### config.mk
export PLATFORM = sky130hd
export DESIGN_NAME = alarm_irq_regs
export DESIGN_NICKNAME = d
export VERILOG_FILES = /design/src/rtl/alarm_irq_pkg.sv /design/src/rtl/alarm_edge.sv /design/src/rtl/alarm_flags.sv /design/src/rtl/status_encode.sv /design/src/rtl/alarm_irq_regs.sv
export SDC_FILE = /design/constraint.sdc
export NUM_CORES = 1
export LEC_CHECK = 0
export ABC_AREA = 1
export BUFFER_PORTS_ARGS = -buffer_cell sky130_fd_sc_hd__buf_2
export CORE_ASPECT_RATIO = 0.75
export CORE_UTILIZATION = 39
export DETAILED_ROUTE_END_ITERATION = 12
export PLACE_DENSITY = 0.62
export SLEW_MARGIN = 10
export SYNTH_ARGS = -nofsm -noshare
export SYNTH_HDL_FRONTEND = slang
export SYNTH_SLANG_ARGS = --single-unit
export TNS_END_PERCENT = 5
### constraint.sdc
create_clock -name clk -period 2.2 [get_ports clk]
set_clock_uncertainty 0.15 [all_clocks]
set_input_delay 0.11 -clock clk [delete_from_list [all_inputs] [get_ports clk]]
set_output_delay 0.11 -clock clk [all_outputs]
set_load 0.01 [all_outputs]
### src/rtl/alarm_irq_pkg.sv
package alarm_irq_pkg;
  localparam int NUM_SRC   = 3;
  localparam int SRC_LOS   = 0;
  localparam int SRC_AIS   = 1;
  localparam int SRC_NLOOP = 2;

  typedef enum logic [2:0] {
    ST_IDLE      = 3'b000,
    ST_RLOOP     = 3'b001,
    ST_LLOOP     = 3'b010,
    ST_LOS_CHG   = 3'b011,
    ST_ONES      = 3'b100,
    ST_NLOOP_CHG = 3'b101,
    ST_ONES_LLP  = 3'b110,
    ST_BOTH_CHG  = 3'b111
  } stat_code_t;
endpackage

### src/rtl/alarm_edge.sv
module alarm_edge #(
  parameter int WIDTH = 3
) (
  input  logic             clk,
  input  logic             rst_n,
  input  logic [WIDTH-1:0] lvl_in,
  output logic [WIDTH-1:0] edge_pulse
);
  for (genvar i = 0; i < WIDTH; i++) begin : g_src
    logic cur_q, prev_q;
    always_ff @(posedge clk or negedge rst_n) begin
      if (!rst_n) begin
        cur_q  <= 1'b0;
        prev_q <= 1'b0;
      end else begin
        cur_q  <= lvl_in[i];
        prev_q <= cur_q;
      end
    end
    assign edge_pulse[i] = cur_q ^ prev_q;
  end
endmodule

### src/rtl/alarm_flags.sv
module alarm_flags #(
  parameter int WIDTH = 3
) (
  input  logic             clk,
  input  logic             rst_n,
  input  logic [WIDTH-1:0] edge_pulse,
  input  logic             ctl_wr,
  input  logic [WIDTH-1:0] ctl_bits,
  output logic [WIDTH-1:0] chg_flags,
  output logic [WIDTH-1:0] src_mask,
  output logic             irq_n
);
  logic [WIDTH-1:0] clr_vec;
  logic [WIDTH-1:0] flag_nxt;
  logic             any_live;

  always_comb begin
    clr_vec  = ctl_wr ? ctl_bits : '0;
    // a fresh change outranks a clear in the same cycle
    flag_nxt = (chg_flags & ~clr_vec) | edge_pulse;
    any_live = |(chg_flags & ~src_mask);
  end

  always_ff @(posedge clk or negedge rst_n) begin
    if (!rst_n) begin
      chg_flags <= '0;
      src_mask  <= '0;
      irq_n     <= 1'b1;
    end else begin
      chg_flags <= flag_nxt;
      if (ctl_wr) src_mask <= ctl_bits;
      irq_n <= ~any_live;
    end
  end
endmodule

### src/rtl/status_encode.sv
module status_encode
  import alarm_irq_pkg::*;
(
  input  logic       los_chg,
  input  logic       nloop_chg,
  input  logic       rloop_act,
  input  logic       lloop_act,
  input  logic       allones_act,
  output stat_code_t code
);
  always_comb begin
    if (los_chg && nloop_chg)         code = ST_BOTH_CHG;
    else if (los_chg)                 code = ST_LOS_CHG;
    else if (nloop_chg)               code = ST_NLOOP_CHG;
    else if (allones_act && lloop_act) code = ST_ONES_LLP;
    else if (allones_act)             code = ST_ONES;
    else if (lloop_act)               code = ST_LLOOP;
    else if (rloop_act)               code = ST_RLOOP;
    else                              code = ST_IDLE;
  end
endmodule

### src/rtl/alarm_irq_regs.sv
module alarm_irq_regs
  import alarm_irq_pkg::*;
#(
  parameter int ADDR_W    = 4,
  parameter int DATA_W    = 8,
  parameter int CTRL_ADDR = 0,
  parameter int STAT_ADDR = 1
) (
  input  logic              clk,
  input  logic              rst_n,
  input  logic              los_i,
  input  logic              ais_i,
  input  logic              nloop_i,
  input  logic              rloop_act,
  input  logic              lloop_act,
  input  logic              allones_act,
  input  logic [ADDR_W-1:0] addr,
  input  logic [DATA_W-1:0] wr_data,
  input  logic              wr_en,
  input  logic              rd_en,
  output logic [DATA_W-1:0] rd_data,
  output logic              irq_n
);
  localparam int CODE_LSB = DATA_W - 3;

  logic [NUM_SRC-1:0] src_lvl;
  logic [NUM_SRC-1:0] edge_pulse;
  logic [NUM_SRC-1:0] chg_flags;
  logic [NUM_SRC-1:0] src_mask;
  logic               ctl_wr;
  stat_code_t         stat_code;
  logic [DATA_W-1:0]  rd_mux;

  always_comb begin
    src_lvl[SRC_LOS]   = los_i;
    src_lvl[SRC_AIS]   = ais_i;
    src_lvl[SRC_NLOOP] = nloop_i;
  end

  assign ctl_wr = wr_en && (addr == ADDR_W'(CTRL_ADDR));

  alarm_edge #(.WIDTH(NUM_SRC)) u_edge (
    .clk        (clk),
    .rst_n      (rst_n),
    .lvl_in     (src_lvl),
    .edge_pulse (edge_pulse)
  );

  alarm_flags #(.WIDTH(NUM_SRC)) u_flags (
    .clk        (clk),
    .rst_n      (rst_n),
    .edge_pulse (edge_pulse),
    .ctl_wr     (ctl_wr),
    .ctl_bits   (wr_data[NUM_SRC-1:0]),
    .chg_flags  (chg_flags),
    .src_mask   (src_mask),
    .irq_n      (irq_n)
  );

  status_encode u_enc (
    .los_chg     (chg_flags[SRC_LOS]),
    .nloop_chg   (chg_flags[SRC_NLOOP]),
    .rloop_act   (rloop_act),
    .lloop_act   (lloop_act),
    .allones_act (allones_act),
    .code        (stat_code)
  );

  always_comb begin
    rd_mux = '0;
    if (addr == ADDR_W'(CTRL_ADDR)) begin
      rd_mux[NUM_SRC-1:0] = src_mask;
    end else if (addr == ADDR_W'(STAT_ADDR)) begin
      rd_mux[NUM_SRC-1:0]     = chg_flags;
      rd_mux[DATA_W-1:CODE_LSB] = stat_code;
    end
  end

  always_ff @(posedge clk or negedge rst_n) begin
    if (!rst_n)     rd_data <= '0;
    else if (rd_en) rd_data <= rd_mux;
  end
endmodule

==> results of run 1 <==
-- layer usage --
| metal | track usage | vias to the layer above |
|---|---|---|
| li1 | - | 339 |
| met5 | 0 | - |
| met3 | 0.0761 | 6 |
| met2 | 0.320 | 23 |
| met1 | 0.189 | 315 |
| met4 | 0.0962 | 0 |
-- synth_stat cells, drive strengths merged --
| library cell | instances |
|---|---|
| nand2 | 25 |
| dfrtp | 18 |
| inv | 9 |
| nand4 | 8 |
| nand3 | 7 |
| nor2 | 4 |
| xnor2 | 3 |
| buf | 2 |
| o21ai | 2 |
| a21oi | 1 |
| conb | 1 |
| dfstp | 1 |
| o22ai | 1 |
-- cell families (layout without fill, tap and decap cells) --
kind of cell	count (synthesis)	in the layout	share of synthesized area
AOI/OAI and AO/OA	4	4	0.0264
xor gates and xnor gates	3	3	0.0327
buffers and inverters	11	49	0.0638
other	1	2	0.00466
DFF	19	19	0.593
and+or+nand+nor	44	44	0.280
-- metrics by stage --
step / setup WS (ps) / instance area (sq um)
6_report: 696 / 1100
5_1_grt: 668 / 1100
4_1_cts: 774 / 1100
3_5_place_dp: 1210 / 936
3_3_place_gp: 1240 / 936
2_1_floorplan: 1310 / 808
-- placed cells by master, fill, tap and decap left out --
cell / synthesis / layout
sky130_fd_sc_hd__conb_1: 1 / 2
sky130_fd_sc_hd__o22ai_1: 1 / 1
sky130_fd_sc_hd__nor2_8: 1 / 1
sky130_fd_sc_hd__inv_1: 8 / 8
sky130_fd_sc_hd__nor2_4: 2 / 2
sky130_fd_sc_hd__nand2_1: 25 / 25
sky130_fd_sc_hd__o21ai_0: 2 / 2
sky130_fd_sc_hd__dfrtp_1: 18 / 18
sky130_fd_sc_hd__dlygate4sd3_1: 0 / 13
sky130_fd_sc_hd__inv_4: 1 / 1
sky130_fd_sc_hd__dfstp_2: 1 / 1
sky130_fd_sc_hd__a21oi_1: 1 / 1
sky130_fd_sc_hd__nand3_1: 7 / 7
sky130_fd_sc_hd__clkbuf_4: 0 / 3
sky130_fd_sc_hd__nor2_1: 1 / 1
sky130_fd_sc_hd__buf_2: 0 / 23
sky130_fd_sc_hd__xnor2_1: 3 / 3
sky130_fd_sc_hd__nand4_1: 8 / 8
sky130_fd_sc_hd__clkinvlp_4: 0 / 1
-- registers in the layout, indices dropped and copies added, names as in the netlist --
signal / flops
rd_data: 6
u_flags.chg_flags: 3
u_flags.irq_n: 1
u_flags.src_mask: 3
u_edge.g_src.prev_q: 3
u_edge.g_src.cur_q: 3
-- how the worst min path moves through the flow --
stage                           start                endpoint  cells past startpoint
final                         addr[2]  rd_data[2]$_DFFE_PN0P_                      4
after global routing      allones_act  rd_data[7]$_DFFE_PN0P_                      5
after CTS                     addr[2]  rd_data[2]$_DFFE_PN0P_                      4
after detailed placement        rst_n  rd_data[1]$_DFFE_PN0P_                      1
after global placement          rst_n  rd_data[1]$_DFFE_PN0P_                      1
after floorplan                 rst_n  rd_data[0]$_DFFE_PN0P_                      0
-- final cells by class --
type	count	area, sq um	share of cell area
clock inverter	1	7.51	0.00685
multi-input combinational	53	280	0.256
timing repair buffer	36	245	0.224
tap	22	27.5	0.0251
sequential	19	477	0.435
clock buffer	3	22.5	0.0205
inverter	9	36.3	0.0331
-- critical path, delay by kind of cell --
| kind | cells | cell delay [ps] |
|---|---|---|
| buf+inv | 3 | 1290 |
| simple gates | 2 | 210 |
-- power groups by stage --
stage | combinational [W] | sequential (W) | clock [W]
detailed placement | 0.0000769 | 0.000396 | 0
floorplan | 0.0000386 | 0.000395 | 0
global placement | 0.0000748 | 0.000395 | 0
finish | 0.0000916 | 0.000390 | 0.000180
global route | 0.000104 | 0.000392 | 0.000200
CTS | 0.0000916 | 0.000390 | 0.000190
-- repair_timing --
action	in CTS	in global routing
hold endpoints to repair	32	0
hold buffers	13	0
setup buffers	0	0
==> impl_results.md, run 1 <==
- Layout area overhead: 36.2%
- Total instance count after detailed placement: between 100 and 150
- Hold WC Path Type: in -> reg
- Cell breakdown of the critical path: dlygate4sd3_1 -> buf_2 -> nand4_1 -> dlygate4sd3_1 -> nand2_1
- Standby leakage power: between 0.5 and 0.6 nW
- Critical path destination: u_flags.src_mask[0]$_DFFE_PN0N_
- Initial antenna violation count: 0
- H-tree depth: 1
- Routability cong.: between 0.6 and 0.7
- Critical path arrival: between 1500 and 2000 ps
- YS warnings: 0
- Cells after Synth: 82
- Final instance count without filler cells: 143
- Maximum Capacitance Violations: 0
- First-iteration detailed-routing DRC count: 22
- Critical Path Max Stage Delay: ~600 ps
- Fin crit share: 0.683
- Switching power summed over all nets: about 0.00018 W
- Cell taking the most area after synthesis: sky130_fd_sc_hd__dfrtp_1
- Setup repair after global routing missed its margin: no
- Portion of the post-synthesis area used by sequential elements: 0.593
- Pwr Total: between 0.0006 and 0.0007 W
- Critical R2R Launch: u_flags.chg_flags[0]$_DFF_PN0_
- Final-layout worst hold slack: about 5.4 ps
- Clock share of power: 0.272
- Number of nets in the finished design: between 100 and 150
- Setup crit start: wr_en
- Vertical die dimension: 41.3 um
- Met2 WL: ~800 um
- Antenna diode instance count: 0
- Switching power share of the total: 0.266
- Met3 wire length: approximately 100 um
- Share of the core filled with cells in the final layout: 0.596
- Count of instances resized after the clock tree is built: 0
- Cell seen most often among critical-path stages: sky130_fd_sc_hd__dlygate4sd3_1
- Register share of total power: 0.589
- Io pins: 31
- Data required time at the worst endpoint: 2300 ps
- Fill cell total of the finished layout: approximately 160
- Wire per inst: roughly 12 um
- Global-route congestion overflow total: 0
- Critical Setup Path Class: in -> reg
- Die Footprint: between 2000 and 2500 sq um
- Cell area power density: about 600 nW/um^2
- Maximum ir drop on the vdd rail: 504 uV
- Core Footprint: around 1800 sq um
- Count of different cell masters after synthesis: 16
- Uppermost signal routing layer after detailed routing: met4
- Achievable clock frequency: 665 MHz
- Post-Synthesis Mean Instance Area: 9.81 sq um
- Combinational share of power: 0.138
- Drt first pass iters: 4
- Global-route wire length before repair: around 2.6 mm
- Top fanout value on the critical path: 4
- Final slew viol count: 0
- Pin count of the biggest net entering global routing: 20
- Area fraction of the dominant cell type after synthesis: 0.560
- Total Negative Setup Slacks: 0 ps
- Clock edge transition at the registers on the reported setup and hold paths: ~110 ps
- Metal1 wirelength: around 700 um
- Hold Fails Final Rpt: 0
- Via count of the first global-routing pass: 634
- Standard cell with the maximum stage delay on the critical path: sky130_fd_sc_hd__dlygate4sd3_1
- Drt via density: roughly 4.8
- Outcome: completed
- Cell row count: 13
- Setup slack of the worst register-to-register path: roughly 1200 ps
- Initial cell density of the core: 0.438
- Horiz. Die Dim: 54.4 um
- Total setup violations reported at the end of the flow: 0
- Count of state elements after synthesis: 19
- Total DRC errors in the routed layout: 0
- DP Wirelength: between 1 and 1.5 mm
- Number of clock sinks seen by CTS: 19
- Largest cells by area after synthesis: sky130_fd_sc_hd__dfrtp_1 56%, sky130_fd_sc_hd__nand2_1 12%, sky130_fd_sc_hd__nand4_1 6.2%
- Number of buffers created by CTS: 3
- Min Tclk post-route: around 1500 ps
- Total number of vias: approximately 680
- Startpoint types: input pin
- Total Wirelength: between 1.5 and 2 mm
- Internal power: 0.000486 W
- CTS tree: yes
- Reg-to-reg endpoint: rd_data[6]$_DFFE_PN0P_
- Maximum clock path buffer count: 2
- Mapped Area: a little over 800 sq um
- Global-route usage over all layers: 0.182
- Cell depth of the worst flop-to-flop path: 4
- CP endpoint kind: register
- Number of buffers inserted by port buffering: 23
- Skew-Pair Late Insertion Delay: 300 ps
- Remaining antenna violation count after routing: 0
- Root buffer cell: sky130_fd_sc_hd__clkbuf_4
- Ratio of cells with drive above 1 in the final layout: 0.264
No activity file was read; power rests on OpenSTA's default activity.
==> run 2, diff against run 1 <==
Settings changed: PLACE_DENSITY 0.62 to 0.65.
Clock period 2.2 ns to 1.3 ns, I/O delays scaled along.
==> run 2 against run 1 <==
Net effect: first-iteration DRC count shrank 45%; sequential share of layout area shrank 1.1 points; register-to-register slack lost 880 ps; combinational power grew 82%; sequential cell count is the same; power grew 70%; worst hold slack gained 54 ps; sequential power grew 69%; largest cell class unchanged; highest routed layer unchanged.
==> impl_results.md, run 2 (synthesis results as in run 1) <==
- Number of buffers created by CTS: 3 (unchanged)
- Top fanout value on the critical path: 10 (+6)
- Maximum Capacitance Violations: 0 (unchanged)
- Antenna diode instance count: 0 (unchanged)
- Critical path destination: u_flags.src_mask[0]$_DFFE_PN0N_
- Global-route congestion overflow total: 0 (unchanged)
- Die Footprint: 2250 sq um (unchanged)
- Global-route wire length before repair: 2.67 mm (+2.4%)
- Flip-flop count of the largest register after layout: 6 (unchanged)
- Maximum clock path buffer count: 2 (unchanged)
- Total Negative Setup Slacks: 0 ps (unchanged)
- CP endpoint kind: register
- Total instance count after detailed placement: 126 (unchanged)
- Grt peak-use layer: met2
- Setup slack of the worst register-to-register path: 300 ps (-880 ps)
- Fill cell total of the finished layout: 168 (+3.1%)
- Cell depth of the worst flop-to-flop path: 4 (unchanged)
- Area of all sequential standard cells: 477 sq um (unchanged)
- Vertical die dimension: 41.3 um (unchanged)
- Total setup violations reported at the end of the flow: 0 (unchanged)
- DP Wirelength: 1.09 mm (-0.93%)
- Drt first pass iters: 4 (unchanged)
- Standby leakage power: 0.598 nW (+4.3%)
- Remaining antenna violation count after routing: 0 (unchanged)
- Layout area overhead: 39.7%
- Multi-input gate area in the final layout: 280 sq um (unchanged)
- Share of the core filled with cells in the final layout: 0.611 (+0.0150)
- Reg-to-reg endpoint: rd_data[7]$_DFFE_PN0P_
- Most frequent standard cell in the layout excluding fill and tap cells: sky130_fd_sc_hd__nand2_1
- Biggest register: rd_data
- Final slew viol count: 0 (unchanged)
- Drt via density: 4.66 (-2.3%)
- Met3 capacity usage during global routing: 0.0761 (unchanged)
- Wire per inst: 11.6 um (+0.19%)
- Critical Setup Path Class: in -> reg
- Number of clock sinks seen by CTS: 19 (unchanged)
- Achievable clock frequency: between 800 and 900 MHz
- Total DRC errors in the routed layout: 0 (unchanged)
- Cell row count: 13 (unchanged)
- Hold Fails Final Rpt: 0 (unchanged)
- First-iteration detailed-routing DRC count: 12 (-45%)
- Setup crit start: addr[3]
- H-tree depth: 1 (unchanged)
- Hold WC Path Type: in -> async
- Total Wirelength: 1.70 mm (+2.3%)
- Global-route usage over all layers: 0.185 (+0.00390)
- Critical path arrival: 1240 ps (-370 ps)
- Startpoint types: input pin
- Data required time at the worst endpoint: 1350 ps (-950 ps)
- Min Tclk post-route: 1190 ps
- Outcome: completed
- CTS tree: yes
- Initial antenna violation count: 0 (unchanged)
- Clock edge transition at the registers on the reported setup and hold paths: 100 ps (about the same)
- Total number of vias: 681 (-0.29%)
- Setup repair after global routing missed its margin: no
- Io pins: 31 (unchanged)
- Cell area power density: 1000 nW/um^2 (+66%)
- Pin count of the biggest net entering global routing: 20 (unchanged)
- Skew-Pair Late Insertion Delay: 300 ps (about the same)
- Via count of the first global-routing pass: 609 (-3.9%)
- Count of instances resized after the clock tree is built: 0 (unchanged)
- Fin crit share: 0.914
- Ratio of cells with drive above 1 in the final layout: 0.258 (-0.00640)
- Final instance count without filler cells: 146 (+2.1%)
- Horiz. Die Dim: 54.4 um (unchanged)
- Core Footprint: 1840 sq um (unchanged)
- Critical R2R Launch: u_flags.chg_flags[2]$_DFF_PN0_
- Root buffer cell: sky130_fd_sc_hd__clkbuf_4
- Number of buffers inserted by port buffering: 23 (unchanged)
- Met1 capacity usage during global routing: 0.198 (+0.00868)
- Routability cong.: 0.704 (+0.63%)
- Initial cell density of the core: 0.438 (unchanged)
- Commonest non-fill, non-tap cells in the layout: 25 x sky130_fd_sc_hd__nand2_1, 23 x sky130_fd_sc_hd__buf_2, 18 x sky130_fd_sc_hd__dfrtp_1
- Number of nets in the finished design: 147 (+2.1%)
- Global Route met2 Usage: 0.332 (+0.0122)
- Maximum ir drop on the vdd rail: 763 uV (+51%)
[run 2: layout make-up]
| class | instances | area share |
|---|---|---|
| clock buffers | 3 | 0.0200 |
| clock inverters | 1 | 0.00445 |
| inverters | 9 | 0.0323 |
| multi-input cells | 53 | 0.249 |
| flip-flops and latches | 19 | 0.424 |
| well taps | 22 | 0.0245 |
| repair buffers | 39 | 0.245 |
[run 2: power breakdown]
part	total [W]	internal, W	switching [W]
sequential	0.000658	0.000631	0.0000266
clock	0.000299	0.000115	0.000184
combinational	0.000167	0.0000842	0.0000832
total	0.00112	0.000831	0.000294
[run 2: timing repair]
item,4_1_cts,5_1_grt
setup buffers,0,0
hold buffers,16,0
hold endpoints to repair,34,0
[run 2: how the worst min path moves through the flow]
stage          start                      to  slack, ps  depth (start not counted)
2_1_floorplan  rst_n  rd_data[0]$_DFFE_PN0P_       -380                          0
3_3_place_gp   rst_n  rd_data[1]$_DFFE_PN0P_       -130                          1
3_5_place_dp   rst_n  rd_data[1]$_DFFE_PN0P_       -120                          1
4_1_cts        rst_n  rd_data[1]$_DFFE_PN0P_         70                          2
5_1_grt        rst_n  rd_data[1]$_DFFE_PN0P_         80                          2
6_report       rst_n  rd_data[1]$_DFFE_PN0P_         60                          2
[run 2: critical path, stage by stage]
cell and delay, ps:
sky130_fd_sc_hd__dlygate4sd3_1 540, sky130_fd_sc_hd__buf_2 150, sky130_fd_sc_hd__nor2_8 190, sky130_fd_sc_hd__nand3_1 150, sky130_fd_sc_hd__nand2_1 90, sky130_fd_sc_hd__nand2_1 50
[run 2: routing by layer]
| metal | vias to the layer above | part of all wire |
|---|---|---|
| met3 | 5 | 0.050 |
| met1 | 307 | 0.45 |
| li1 | 347 | - |
| met4 | 0 | 0.011 |
| met2 | 22 | 0.49 |
| met5 | - | 0 |
[run 2: per-stage QoR]
stage / hold slack, ps / worst slack (ps) / area (sq um) / power [W]
floorplan: -381 / 413 / 808 / 0.000734
global placement: -131 / 360 / 936 / 0.000793
detailed placement: -123 / 337 / 936 / 0.000799
CTS: 71.3 / 122 / 1120 / 0.00114
global route: 78.6 / 42.7 / 1120 / 0.00120
finish: 59.2 / 112 / 1120 / 0.00112
==> run 3, diff against run 2 <==
Settings changed: ABC_AREA 1 to default.
==> run 3 against run 2 <==
Net effect: first-iteration DRC count shrank 83%; synthesized area fell by 2.3%; worst hold slack lost 53 ps; sequential power barely moved; register-to-register slack worse by 130 ps; largest power group unchanged; fmax fell by 3.8%; sequential share of layout area up 2.1 points; sequential cell count is the same; critical path depth decreased by 1; core utilization fell by 1.9 points; design area down 4.8%; critical endpoint is now rd_data[1]$_DFFE_PN0P_.
==> impl_results.md, run 3 <==
- Most frequent standard cell in the layout excluding fill and tap cells: sky130_fd_sc_hd__buf_2
- Standby leakage power: 0.533 nW (-11%)
- Primary flip-flop cell chosen by synthesis mapping: sky130_fd_sc_hd__dfrtp_1
- Number of buffers inserted by port buffering: 23 (unchanged)
- Pin count of the biggest net entering global routing: 20 (unchanged)
- Biggest register: rd_data
- Achievable clock frequency: 810 MHz (-3.8%)
- Outcome: completed
- Total DRC errors in the routed layout: 0 (unchanged)
- Critical path destination: rd_data[1]$_DFFE_PN0P_
- Area fraction of the dominant cell type after synthesis: 0.573 (+0.0134)
- Min Tclk post-route: 1230 ps (+47.1 ps)
- Skew-Pair Late Insertion Delay: 280 ps (-20 ps)
- Maximum Capacitance Violations: 0 (unchanged)
- Switching power share of the total: 0.230 (-0.0312)
- Final instance count without filler cells: 125 (-14%)
- Initial antenna violation count: 0 (unchanged)
- Number of enable-type register cells in the synthesized netlist: 0 (unchanged)
- Drt first pass iters: 4 (unchanged)
- Register share of total power: 0.602 (+0.017)
- Largest cells by area after synthesis: sky130_fd_sc_hd__dfrtp_1 57%, sky130_fd_sc_hd__inv_1 4.3%, sky130_fd_sc_hd__mux2_2 4.3%
- Hold Fails Final Rpt: 0 (unchanged)
- Final slew viol count: 0 (unchanged)
- Startpoint types: input pin
- Number of buffers created by CTS: 3 (unchanged)
- Remaining antenna violation count after routing: 0 (unchanged)
- Cell row count: 13 (unchanged)
- Cells after Synth: 65 (-21%)
- Global-route usage over all layers: 0.144 (-0.0412)
- Share of flip-flops with an asynchronous set or reset: 1.00 (unchanged)
- Routability cong.: 0.734 (+4.2%)
- Total number of vias: 577 (-15%)
- Via count of the first global-routing pass: 494 (-19%)
- CTS tree: yes
- Wire per inst: 10.7 um (-7.6%)
- Antenna diode instance count: 0 (unchanged)
- Commonest non-fill, non-tap cells in the layout: 23 x sky130_fd_sc_hd__buf_2, 18 x sky130_fd_sc_hd__dfrtp_1, 13 x sky130_fd_sc_hd__dlygate4sd3_1
- YS warnings: 0 (unchanged)
- H-tree depth: 1 (unchanged)
- Standard cell with the maximum stage delay on the critical path: sky130_fd_sc_hd__dlygate4sd3_1
- Top fanout value on the critical path: 6 (-4)
- Clock edge transition at the registers on the reported setup and hold paths: 100 ps (about the same)
- Setup crit start: addr[3]
- Count of state elements after synthesis: 19 (unchanged)
- Maximum clock path buffer count: 2 (unchanged)
- Cell breakdown of the critical path: buf_2 -> nor3_4 -> dlygate4sd3_1 -> nand3_1 -> o21ai_0
- Clock share of power: 0.257 (-0.009)
- Cell taking the most area after synthesis: sky130_fd_sc_hd__dfrtp_1
- Top post-synthesis cells by count: 18 x sky130_fd_sc_hd__dfrtp_1, 9 x sky130_fd_sc_hd__inv_1, 4 x sky130_fd_sc_hd__nand3_1, 4 x sky130_fd_sc_hd__o22ai_1
- Setup slack of the worst register-to-register path: 170 ps (-130 ps)
- Layout area overhead: 36.1%
- Internal power: 0.000838 W (+0.90%)
- Total setup violations reported at the end of the flow: 0 (unchanged)
- Data required time at the worst endpoint: 1360 ps (about the same)
- Total instance count after detailed placement: 108 (-14%)
- First-iteration detailed-routing DRC count: 2 (-10)
- Initial cell density of the core: 0.435 (-0.00251)
- Fill cell total of the finished layout: 165 (-1.8%)
- Vertical die dimension: 40.9 um (-1.1%)
- Global-route congestion overflow total: 0 (unchanged)
- CP endpoint kind: register
- Core Footprint: 1810 sq um (-1.8%)
- Total Wirelength: 1.34 mm (-21%)
- Cell depth of the worst flop-to-flop path: 3 (-1)
- Critical Setup Path Class: in -> reg
- Switching power summed over all nets: 0.000251 W (-15%)
- DP Wirelength: 965 um (-11%)
- Total Negative Setup Slacks: 0 ps (unchanged)
- Global-route wire length before repair: 2.08 mm (-22%)
- Drt via density: 4.62 (-1.0%)
- Most frequent cell after synthesis: sky130_fd_sc_hd__dfrtp_1
- Count of different cell masters after synthesis: 19 (+3)
- Io pins: 31 (unchanged)
- Portion of the post-synthesis area used by sequential elements: 0.607 (+0.0142)
- Hold WC Path Type: in -> reg
- Mapped Area: 786 sq um (-2.3%)
- Die Footprint: 2200 sq um (-2.2%)
- Number of clock sinks seen by CTS: 19 (unchanged)
- Worst hold path startpoint: addr[1]
- Cell area power density: 1020 nW/um^2 (+1.7%)
- Ratio of cells with drive above 1 in the final layout: 0.311 (+0.0526)
- Reg-to-reg endpoint: rd_data[0]$_DFFE_PN0P_
- Root buffer cell: sky130_fd_sc_hd__clkbuf_4
- Post-Synthesis Mean Instance Area: 12.1 sq um (+23%)
- Setup repair after global routing missed its margin: no
- Number of nets in the finished design: 126 (-14%)
- Critical R2R Launch: u_flags.chg_flags[0]$_DFF_PN0_
- Horiz. Die Dim: 53.8 um (-1.1%)
- Critical path arrival: 1300 ps (+60 ps)
- Flip-flop count of the largest register after layout: 6 (unchanged)
- Maximum ir drop on the vdd rail: 720 uV (-5.7%)
- Fin crit share: 0.950 (+0.0362)
- Combinational share of power: 0.141 (-0.008)
- Critical Path Max Stage Delay: 660 ps (+120 ps)
## run 3: worst min path at each step
stage / slack [ps] / depth (start not counted) / endpoint
6_report: 6 / 4 / u_flags.src_mask[0]$_DFFE_PN0N_
5_1_grt: 8 / 4 / u_flags.src_mask[2]$_DFFE_PN0N_
4_1_cts: -0.8 / 4 / u_flags.src_mask[0]$_DFFE_PN0N_
3_5_place_dp: -130 / 1 / rd_data[5]$_DFFE_PN0P_
3_3_place_gp: -130 / 1 / rd_data[5]$_DFFE_PN0P_
2_1_floorplan: -380 / 0 / rd_data[0]$_DFFE_PN0P_
## run 3: cell type report
cell class | instances | area [sq um] | area share
clock buffer | 4 | 26.3 | 0.0246
inverter | 9 | 33.8 | 0.0316
multi-input combinational | 35 | 260 | 0.243
sequential | 19 | 477 | 0.446
tap | 22 | 27.5 | 0.0257
timing repair buffer | 36 | 245 | 0.229
## run 3: logic make-up after synthesis
family                    after synthesis  synth area share
AOI/OAI and AO/OA                      17             0.146
xor gates and xnor gates                3            0.0334
and+or+nand+nor                        10            0.0987
other                                   1           0.00477
muxes                                   3            0.0430
buffers and inverters                  12            0.0669
DFF                                    19             0.607
## run 3: metal layers
metal  track usage  up-vias  routed length (um)
met3        0.0778        0                  87
met2         0.247       20                 619
li1              -      300                   -
met5             0        -                   0
met4             0        0                   0
met1         0.172      257                 636
## run 3: per-stage QoR
stage / setup WS [ps] / utilization / area, sq um / power [W] / hold WS [ps]
floorplan: 238 / - / 790 / 0.000735 / -381
global placement: 151 / 0.506 / 913 / 0.000789 / -132
detailed placement: 135 / 0.506 / 913 / 0.000793 / -127
CTS: 68.0 / 0.593 / 1070 / 0.00111 / -0.827
global route: 8.87 / 0.593 / 1070 / 0.00115 / 7.87
finish: 65.4 / 0.593 / 1070 / 0.00109 / 6.35
## run 3: power by group through the flow
| stage | combinational, W | clock (W) | sequential, W |
|---|---|---|---|
| after global routing | 0.000171 | 0.000319 | 0.000661 |
| after detailed placement | 0.000125 | 0 | 0.000668 |
| final | 0.000153 | 0.000280 | 0.000655 |
| after global placement | 0.000123 | 0 | 0.000666 |
| after CTS | 0.000156 | 0.000302 | 0.000656 |
| after floorplan | 0.0000672 | 0 | 0.000667 |
## run 3: repair_timing
action,CTS,global route
setup buffers,0,0
resized for setup,0,0
endpoints found under the hold margin,34,0
hold buffers,13,0
## run 3: worst max-delay path: cells and delay by family
kind            cells  cell delay (ps)
compound gates      1               80
buf+inv             2              770
simple gates        2              380
